==> src/rtl/flush_hs_pkg.sv <==
package flush_hs_pkg;
  typedef enum logic [1:0] {
    FS_IDLE    = 2'd0,
    FS_DRAIN   = 2'd1,
    FS_ACK     = 2'd2,
    FS_RELEASE = 2'd3
  } flush_state_e;
endpackage

==> src/rtl/flush_req_reg.sv <==
module flush_req_reg (
  input  logic clk,
  input  logic rst,
  input  logic req_n_i,
  output logic req_act_o
);
  // Convert the active-low pin to active-high and register it once.
  always_ff @(posedge clk) begin
    if (rst) req_act_o <= 1'b0;
    else     req_act_o <= ~req_n_i;
  end
endmodule

==> src/rtl/flush_pend_ctr.sv <==
module flush_pend_ctr #(
  parameter int MAX_OUT = 15
) (
  input  logic clk,
  input  logic rst,
  input  logic inc_i,
  input  logic dec_i,
  output logic zero_o
);
  localparam int CNT_W = $clog2(MAX_OUT + 1);

  logic [CNT_W-1:0] cnt_q;

  always_ff @(posedge clk) begin
    if (rst) begin
      cnt_q <= '0;
    end else if (inc_i && !dec_i && cnt_q != CNT_W'(MAX_OUT)) begin
      cnt_q <= cnt_q + 1'b1;
    end else if (dec_i && !inc_i && cnt_q != '0) begin
      cnt_q <= cnt_q - 1'b1;
    end
  end

  assign zero_o = (cnt_q == '0);

  // the count must not be pushed past its capacity or below zero.
  assert_no_overflow_R8: assert property (@(posedge clk) disable iff (rst)
    (inc_i && !dec_i) |-> (cnt_q != CNT_W'(MAX_OUT)));
  assert_no_underflow_R8: assert property (@(posedge clk) disable iff (rst)
    (dec_i && !inc_i) |-> (cnt_q != '0));
  assert_pair_holds_R8: assert property (@(posedge clk) disable iff (rst)
    (inc_i && dec_i) |=> $stable(cnt_q));
endmodule

==> src/rtl/flush_hs_fsm.sv <==
module flush_hs_fsm
  import flush_hs_pkg::*;
#(
  parameter int HOLD_CYC = 2
) (
  input  logic         clk,
  input  logic         rst,
  input  logic         req_act_i,
  input  logic         pend_zero_i,
  input  logic         issue_i,
  output flush_state_e state_o,
  output logic         ack_n_o,
  output logic         admit_o,
  output logic         proto_err_o
);
  localparam int REL_W = $clog2(HOLD_CYC + 1);

  flush_state_e     state_q, state_d;
  logic [REL_W-1:0] rel_q;
  logic             rel_last;

  assign rel_last = (rel_q == REL_W'(HOLD_CYC - 1));

  always_comb begin
    state_d = state_q;
    unique case (state_q)
      FS_IDLE:    if (req_act_i) state_d = FS_DRAIN;
      FS_DRAIN: begin
        if (!req_act_i)                    state_d = FS_IDLE;
        else if (pend_zero_i && !issue_i)  state_d = FS_ACK;
      end
      FS_ACK:     if (!req_act_i) state_d = FS_RELEASE;
      FS_RELEASE: if (rel_last)   state_d = FS_IDLE;
      default:    state_d = FS_IDLE;
    endcase
  end

  always_ff @(posedge clk) begin
    if (rst) begin
      state_q     <= FS_IDLE;
      rel_q       <= '0;
      ack_n_o     <= 1'b1;
      admit_o     <= 1'b1;
      proto_err_o <= 1'b0;
    end else begin
      state_q     <= state_d;
      rel_q       <= (state_q == FS_RELEASE) ? rel_q + 1'b1 : '0;
      ack_n_o     <= !(state_d == FS_ACK || state_d == FS_RELEASE);
      admit_o     <= (state_d == FS_IDLE);
      proto_err_o <= (state_q == FS_RELEASE) && req_act_i;
    end
  end

  assign state_o = state_q;

  // the acknowledge is released only after two release cycles.
  assert_hold_window_R5: assert property (@(posedge clk) disable iff (rst)
    $rose(ack_n_o) |-> ($past(state_q) == FS_RELEASE && $past(state_q, 2) == FS_RELEASE));
  // an error flag is raised only from the release window.
  assert_err_source_R7: assert property (@(posedge clk) disable iff (rst)
    proto_err_o |-> ($past(state_q) == FS_RELEASE));
  // a request seen in release never jumps straight back to draining.
  assert_release_ignores_R7: assert property (@(posedge clk) disable iff (rst)
    (state_q == FS_RELEASE) |=> (state_q != FS_DRAIN));
  // a withdrawn drain never produces an acknowledge.
  assert_abort_quiet_R9: assert property (@(posedge clk) disable iff (rst)
    (state_q == FS_DRAIN && !req_act_i) |=> ack_n_o);
endmodule

==> src/rtl/flush_handshake.sv <==
module flush_handshake
  import flush_hs_pkg::*;
#(
  parameter int MAX_OUT  = 15,
  parameter int HOLD_CYC = 2
) (
  input  logic clk,
  input  logic rst,
  input  logic flush_req_n,
  output logic flush_ack_n,
  input  logic host_valid,
  input  logic host_copyback,
  output logic host_accept,
  input  logic txn_issue,
  input  logic txn_done,
  output logic proto_err
);
  logic         req_act;
  logic         pend_zero;
  logic         admit_open;
  flush_state_e fsm_state;

  flush_req_reg u_req (
    .clk       (clk),
    .rst       (rst),
    .req_n_i   (flush_req_n),
    .req_act_o (req_act)
  );

  flush_pend_ctr #(.MAX_OUT(MAX_OUT)) u_ctr (
    .clk    (clk),
    .rst    (rst),
    .inc_i  (txn_issue),
    .dec_i  (txn_done),
    .zero_o (pend_zero)
  );

  flush_hs_fsm #(.HOLD_CYC(HOLD_CYC)) u_fsm (
    .clk         (clk),
    .rst         (rst),
    .req_act_i   (req_act),
    .pend_zero_i (pend_zero),
    .issue_i     (txn_issue),
    .state_o     (fsm_state),
    .ack_n_o     (flush_ack_n),
    .admit_o     (admit_open),
    .proto_err_o (proto_err)
  );

  // Copy-backs bypass the admission gate; ordinary traffic needs it open.
  assign host_accept = host_valid & (admit_open | host_copyback);

  // ordinary transactions are blocked while draining or acknowledged.
  assert_block_ordinary_R2: assert property (@(posedge clk) disable iff (rst)
    ((fsm_state == FS_DRAIN || fsm_state == FS_ACK) && host_valid && !host_copyback)
      |-> !host_accept);
  // the acknowledge falls only when nothing was outstanding.
  assert_ack_when_empty_R4: assert property (@(posedge clk) disable iff (rst)
    $fell(flush_ack_n) |-> $past(pend_zero));
  // admission reopens together with the acknowledge release.
  assert_resume_with_ack_R6: assert property (@(posedge clk) disable iff (rst)
    $rose(flush_ack_n) |-> admit_open);
endmodule

==> config.mk <==
export PLATFORM = sky130hd
export DESIGN_NAME = flush_handshake
export DESIGN_NICKNAME = d
export VERILOG_FILES = /design/src/rtl/flush_hs_pkg.sv /design/src/rtl/flush_req_reg.sv /design/src/rtl/flush_pend_ctr.sv /design/src/rtl/flush_hs_fsm.sv /design/src/rtl/flush_handshake.sv
export SDC_FILE = /design/constraint.sdc
export NUM_CORES = 1
export LEC_CHECK = 0
export ABC_AREA = 1
export BUFFER_PORTS_ARGS = -buffer_cell sky130_fd_sc_hd__buf_2
export CORE_MARGIN = 4
export CORE_UTILIZATION = 40
export DETAILED_ROUTE_END_ITERATION = 8
export GPL_TIMING_DRIVEN = 0
export SLEW_MARGIN = 20
export SYNTH_ARGS = -nofsm -noshare
export SYNTH_HDL_FRONTEND = slang
export SYNTH_HIERARCHICAL = 1
export SYNTH_SLANG_ARGS = --single-unit
export TNS_END_PERCENT = 20
==> constraint.sdc <==
create_clock -name clk -period 3.14 [get_ports clk]
set_input_delay 0.314 -clock clk [delete_from_list [all_inputs] [get_ports clk]]
set_output_delay 0.314 -clock clk [all_outputs]
set_load 0.01 [all_outputs]
==> Word-level counts from Yosys, hierarchy flattened <==
Cells that the tools add are included.
{ "totals": {"regBits": 12, "inputBits": 7, "output_inout_bits": 3, "word_cells": 45} }
{ "classes": {"n_addsub": 3, "n_eq_ne": 7, "n_mux": 8, "n_bitwise": 4, "reduce_logical": 16} }
{ "ops": {"columns": ["operator", "n"], "rows": [
  ["$mux W2", 5],
  ["$eq A2 B2 Y1 const B", 4],
  ["$mux W4", 2],
  ["$pmux W2 S4", 1],
  ["$logic_and A1 B1 Y1", 6],
  ["$add A4 B1 Y4 const B", 1],
  ["$eq A2 B1 Y1 const B", 2],
  ["$logic_not A2 Y1", 2],
  ["$logic_not A4 Y1", 1],
  ["$ne A4 B4 Y1 const B", 1],
  ["$reduce_bool A4 Y1", 1],
  ["$sub A4 B1 Y4 const B", 1],
  ["$logic_not A1 Y1", 3],
  ["$add A2 B1 Y2 const B", 1],
  ["$not A1 Y1", 2],
  ["$reduce_bool A2 Y1", 1],
  ["$reduce_or A2 Y1", 1],
  ["$and A1 B1 Y1", 1],
  ["$logic_or A1 B1 Y1", 1],
  ["$or A1 B1 Y1", 1]
]} }

==> Longest topological paths before layout <==
{ "depth": {"depth_word": 8, "depth_mapped": 12, "mapped_depth_nobuf": 12} }

==> Hierarchy <==
Netlist, hierarchy kept.
{ "modules_own_cells": {"columns": ["mod", "instances", "cells_each", "area_per_inst_um2", "seq_area_each_um2"], "rows": [
  ["flush_pend_ctr", 1, 47, 330.3, 80.1],
  ["flush_hs_fsm", 1, 33, 262.8, 140.1],
  ["flush_req_reg", 1, 2, 23.8, 20.0],
  ["flush_handshake", 1, 3, 11.3, 0.0]
]} }

==> Worst setup path after synthesis <==
Ideal clock, no wire load.
{ "synth_timing": {"kind": "register to register", "from": "register u_ctr.cnt_q[1]", "to": "register u_ctr.cnt_q[3]", "setup_time_ns": 0.113, "arrival_time_ns": 1.491, "required_ns": 3.027, "path_slack_ns": 1.536, "stages_incl_launch_ff": 12, "path_buffers": 0, "synth_period_minus_slack_ns": 1.604, "path_cell_list": "dfxtp_1 > nand2_1 > o21ai_4 > ha_1 > nand3_1 > inv_1 > nor2_1 > nand2_1 > nand3_2 > nand2_1 > nand2_1 > nor2_1"} }
{ "synth_via": {"elab_chain_cells": 3, "elab_cells_between_ends": 9, "classes_between": "add/sub: 2; eq/ne: 1; mux: 2; reduce/logical: 4"} }
{ "synth_rtl": {"columns": ["item", "line_no", "text"], "rows": [
  ["start: declaration", "flush_pend_ctr.sv:12", "logic [CNT_W-1:0] cnt_q;"],
  ["start signal: assignment", "flush_pend_ctr.sv:18", "cnt_q <= cnt_q + 1'b1;"],
  ["start signal: assignment", "flush_pend_ctr.sv:20", "cnt_q <= cnt_q - 1'b1;"],
  ["$sub A4 B1 Y4 (tied with other cells)", "flush_pend_ctr.sv:20", null],
  ["$mux W4 (tied with other cells)", "flush_pend_ctr.sv:19", "end else if (dec_i && !inc_i && cnt_q != '0) begin"],
  ["$mux W4 or $reduce_bool A2 Y1 (tied branches)", null, null]
]} }
Parallel ways exist; a longest one is shown, timed or not. The select of a mux whose other input is x is not followed.
A chain may end at the register's enable or synchronous reset.

==> Worst setup path in the final report <==
Ends and elaborated chain as after synthesis.

==> results_dict.tcl <==
set metrics [dict create \
    whs_path_depth 2 \
    crit_fanout 6 \
    ys_seq_area_share_pct 38.25 \
    io_buffer_count 9 \
    mostFrequentLayoutCells "17 x sky130_fd_sc_hd__nor2_1, 16 x sky130_fd_sc_hd__nand2_1, 14 x sky130_fd_sc_hd__inv_1" \
    clkSlewWorstSetupHoldPaths_ns 0.06 \
    hpwlAfterDp_um 811.7 \
    cp.required_ns 3.30 \
    clockPowerShare_pct 26.1 \
    layout_commonest_cell "sky130_fd_sc_hd__nor2_1" \
    worstSetupEndpointType "register" \
    ys_seq_elements 12 \
    seq_power_share_pct 52.5 \
    routed_via_density 4.478 \
    rr_endpoint "u_ctr/cnt_q[3]" \
    worst_setup_path_start_kind "register" \
    synth_xor_xnor_area_share_pct 1.394 \
    synthesis.instances 85 \
    synth.net_count 96 \
    area_delta_synth_final_pct 13.94 \
    synth.cell_area_um2 628.1 \
    hold_viol_final 0 \
    p_switching_mw 0.09540 \
    synthTopCellsByArea "sky130_fd_sc_hd__dfxtp_1 38%, sky130_fd_sc_hd__nor2_1 10%, sky130_fd_sc_hd__nand2_1 9.6%, sky130_fd_sc_hd__inv_1 8.4%, sky130_fd_sc_hd__ha_1 6.0%" \
    worstReg2RegStart "u_ctr/cnt_q[1]" \
    synth_top_area_share_pct 38.25 \
    clk_path_buf_depth 2 \
    outcome "finished clean" \
    synthesis.area_per_instance_um2 7.389 \
    total_power_mw 0.3316 \
    drc 0 \
    layout_worst_path_cycle_share_pct 55.73 \
    postCtsResizedCells 0 \
    grt_first_pass_wirelength_um 1593 \
    drt_wl_total_um 982 \
    worst_slew_pin_slew_ns 0.2615 \
    worst_hold_startpoint "flush_req_n" \
    vdd.ir_drop.worst_uv 215.2 \
    insertion_delay_of_the_later_clocked_pin_in_the_worst_skew_pair_ns 0.26 \
    synth_area_leader_cell "sky130_fd_sc_hd__dfxtp_1" \
    power_switching_share_pct 28.77 \
    cts_setup_buffers 0 \
    clock_sink_count 12 \
    die_width_um 47.63 \
    unrepaired_setup_endpoints_after_global_routing "no" \
    report.final.setup_viol 0 \
    clock_tree_root_buffer_cell "sky130_fd_sc_hd__clkbuf_4" \
    cap_viol_max_count 0 \
    grt-ovfl-total 0 \
    pre_antenna_drt_iters 3 \
    final.setup_skew_ns 0.0002774 \
    floorplan.initialDensity_pct 42.18 \
    fmax_mhz 571.4 \
    gpl.final_weighted_congestion 0.6841 \
    timing_worst_setup_path_type "reg2reg" \
    number_of_antenna_violations_at_the_first_check_in_global_routing 0 \
    grt_pass1_vias 367 \
    layout-drive-gt1-share_pct 22.68 \
    power_report.internal_total_mw 0.2362 \
    synth_compound_gate_area_share_pct 10.76 \
    post-route-min-period_ns 1.750 \
    wl_per_cell_um 8.690 \
    hold_end "u_req/req_act_o" \
    route.vias.total 506 \
    maxSlewViolCount 0 \
    r2r_setup_slack_ns 1.39 \
    power.share.combinational_pct 21.4 \
    cell_leakage_power_nw 0.3459 \
    hp-class "in2reg" \
    hold_ws_ns 0.2015 \
    die_h_um 47.63 \
    dominant_combinational_cell_family_by_area_after_synthesis "simple AND/OR/NAND/NOR gates" \
    antenna_cells_inserted 0 \
    worst_ep_arrival_time_ns 1.91 \
    worst_relative_slew_slack_pct 82.54 \
    initialDrtViolationCount 11 \
    final.setup.tns_ns 0 \
    ant_nets 0 \
    synth_cell_type_count 18 \
    ioPinCount 10 \
    cellPowerDensity_mw_per_mm2 463.4 \
    ctsHoldBuffers 0 \
    final_nets 110 \
    core_area_mm2 0.001489 \
    timing.reg2reg.worst_path_depth 11 \
    fp.dieArea_mm2 0.002268 \
    simple_gate_share_of_the_synthesized_area_pct 32.07 \
    yosysWarnings 6 \
    grt_start_max_net_pins 7 \
    synthAdderAreaFrac_pct 9.163 \
    clock_tree_from_tritoncts "done" \
    proportion_of_synthesized_area_in_mux_cells_pct 0 \
    cts.htree.levels 1 \
    cts_buffers 3 \
    grt_usage_pct 10.41 \
    rows 14 \
]
critical path, stage by stage (launching register included):
cell and delay, ns:
sky130_fd_sc_hd__dfxtp_1 0.43, sky130_fd_sc_hd__nand2_1 0.14, sky130_fd_sc_hd__o21ai_4 0.27, sky130_fd_sc_hd__ha_1 0.31
sky130_fd_sc_hd__nand3_1 0.11, sky130_fd_sc_hd__inv_1 0.04, sky130_fd_sc_hd__nor2_1 0.07, sky130_fd_sc_hd__nand2_1 0.07
sky130_fd_sc_hd__nand3_2 0.06, sky130_fd_sc_hd__nand2_1 0.05, sky130_fd_sc_hd__nand2_1 0.05, sky130_fd_sc_hd__nor2_1 0.03
routing by layer:
| metal | wire (um) | track usage (%) | vias to the layer above |
|---|---|---|---|
| li1 | - | - | 290 |
| met4 | 0 | 1.613 | 0 |
| met5 | 0 | 0 | - |
| met2 | 404 | 11.76 | 7 |
| met3 | 56 | 6.767 | 0 |
| met1 | 521 | 16.14 | 209 |
sequential cells by signal, indices dropped and copies added, names as in the netlist:
register,count
u_fsm/ack_n_o,1
u_req/req_act_o,1
u_fsm/rel_q,2
u_ctr/cnt_q,4
u_fsm/proto_err_o,1
u_fsm/state_o,2
u_fsm/admit_o,1
through the flow:
step,area [um^2],cells,util [%],worst slack (ns)
2_1_floorplan,628.1,85,-,1.536
3_3_place_gp,693.2,110,46.55,1.403
3_5_place_dp,693.2,110,46.55,1.390
4_1_cts,715.7,113,48.07,1.377
5_1_grt,715.7,113,48.07,1.181
6_report,715.7,113,48.07,1.390
layout make-up:
class / count / area [um^2]
multi-input cells: 59 / 335.3
fillers: 165 / 773.2
well taps: 16 / 20.02
repair buffers: 9 / 45.04
inverters: 14 / 52.55
clock buffers: 3 / 22.52
flip-flops and latches: 12 / 240.2
synth_stat cells (all sizes together):
| master | number |
|---|---|
| a211oi | 1 |
| a21oi | 4 |
| dfxtp | 12 |
| fa | 1 |
| ha | 3 |
| inv | 14 |
| nand2 | 20 |
| nand3 | 6 |
| nor2 | 19 |
| o21ai | 4 |
| xnor2 | 1 |
power by group through the flow:
| stage | sequential [mW] | combinational (mW) | clock (mW) |
|---|---|---|---|
| 2_1_floorplan | 0.174 | 0.0586 | 0 |
| 3_3_place_gp | 0.177 | 0.0710 | 0 |
| 3_5_place_dp | 0.177 | 0.0720 | 0 |
| 4_1_cts | 0.174 | 0.0723 | 0.0921 |
| 5_1_grt | 0.176 | 0.0843 | 0.102 |
| 6_report | 0.174 | 0.0711 | 0.0865 |
how the worst max path moves through the flow:
| stage | startpoint | end | slack (ns) | cells after the start |
|---|---|---|---|---|
| after detailed placement | u_ctr/cnt_q[1] | u_ctr/cnt_q[3] | 1.39 | 11 |
| after global placement | u_ctr/cnt_q[1] | u_ctr/cnt_q[3] | 1.40 | 11 |
| after CTS | u_ctr/cnt_q[1] | u_ctr/cnt_q[3] | 1.38 | 11 |
| after global routing | u_ctr/cnt_q[1] | u_ctr/cnt_q[3] | 1.18 | 10 |
| final | u_ctr/cnt_q[1] | u_ctr/cnt_q[3] | 1.39 | 11 |
| after floorplan | u_ctr/cnt_q[1] | u_ctr/cnt_q[3] | 1.54 | 11 |
kinds of logic after synthesis:
family          after synthesis
simple gates                 45
flops                        12
compound gates                9
xor+xnor                      1
fa+ha+maj                     4
buf+inv                      14
No activity file was read; power rests on OpenSTA's default activity.
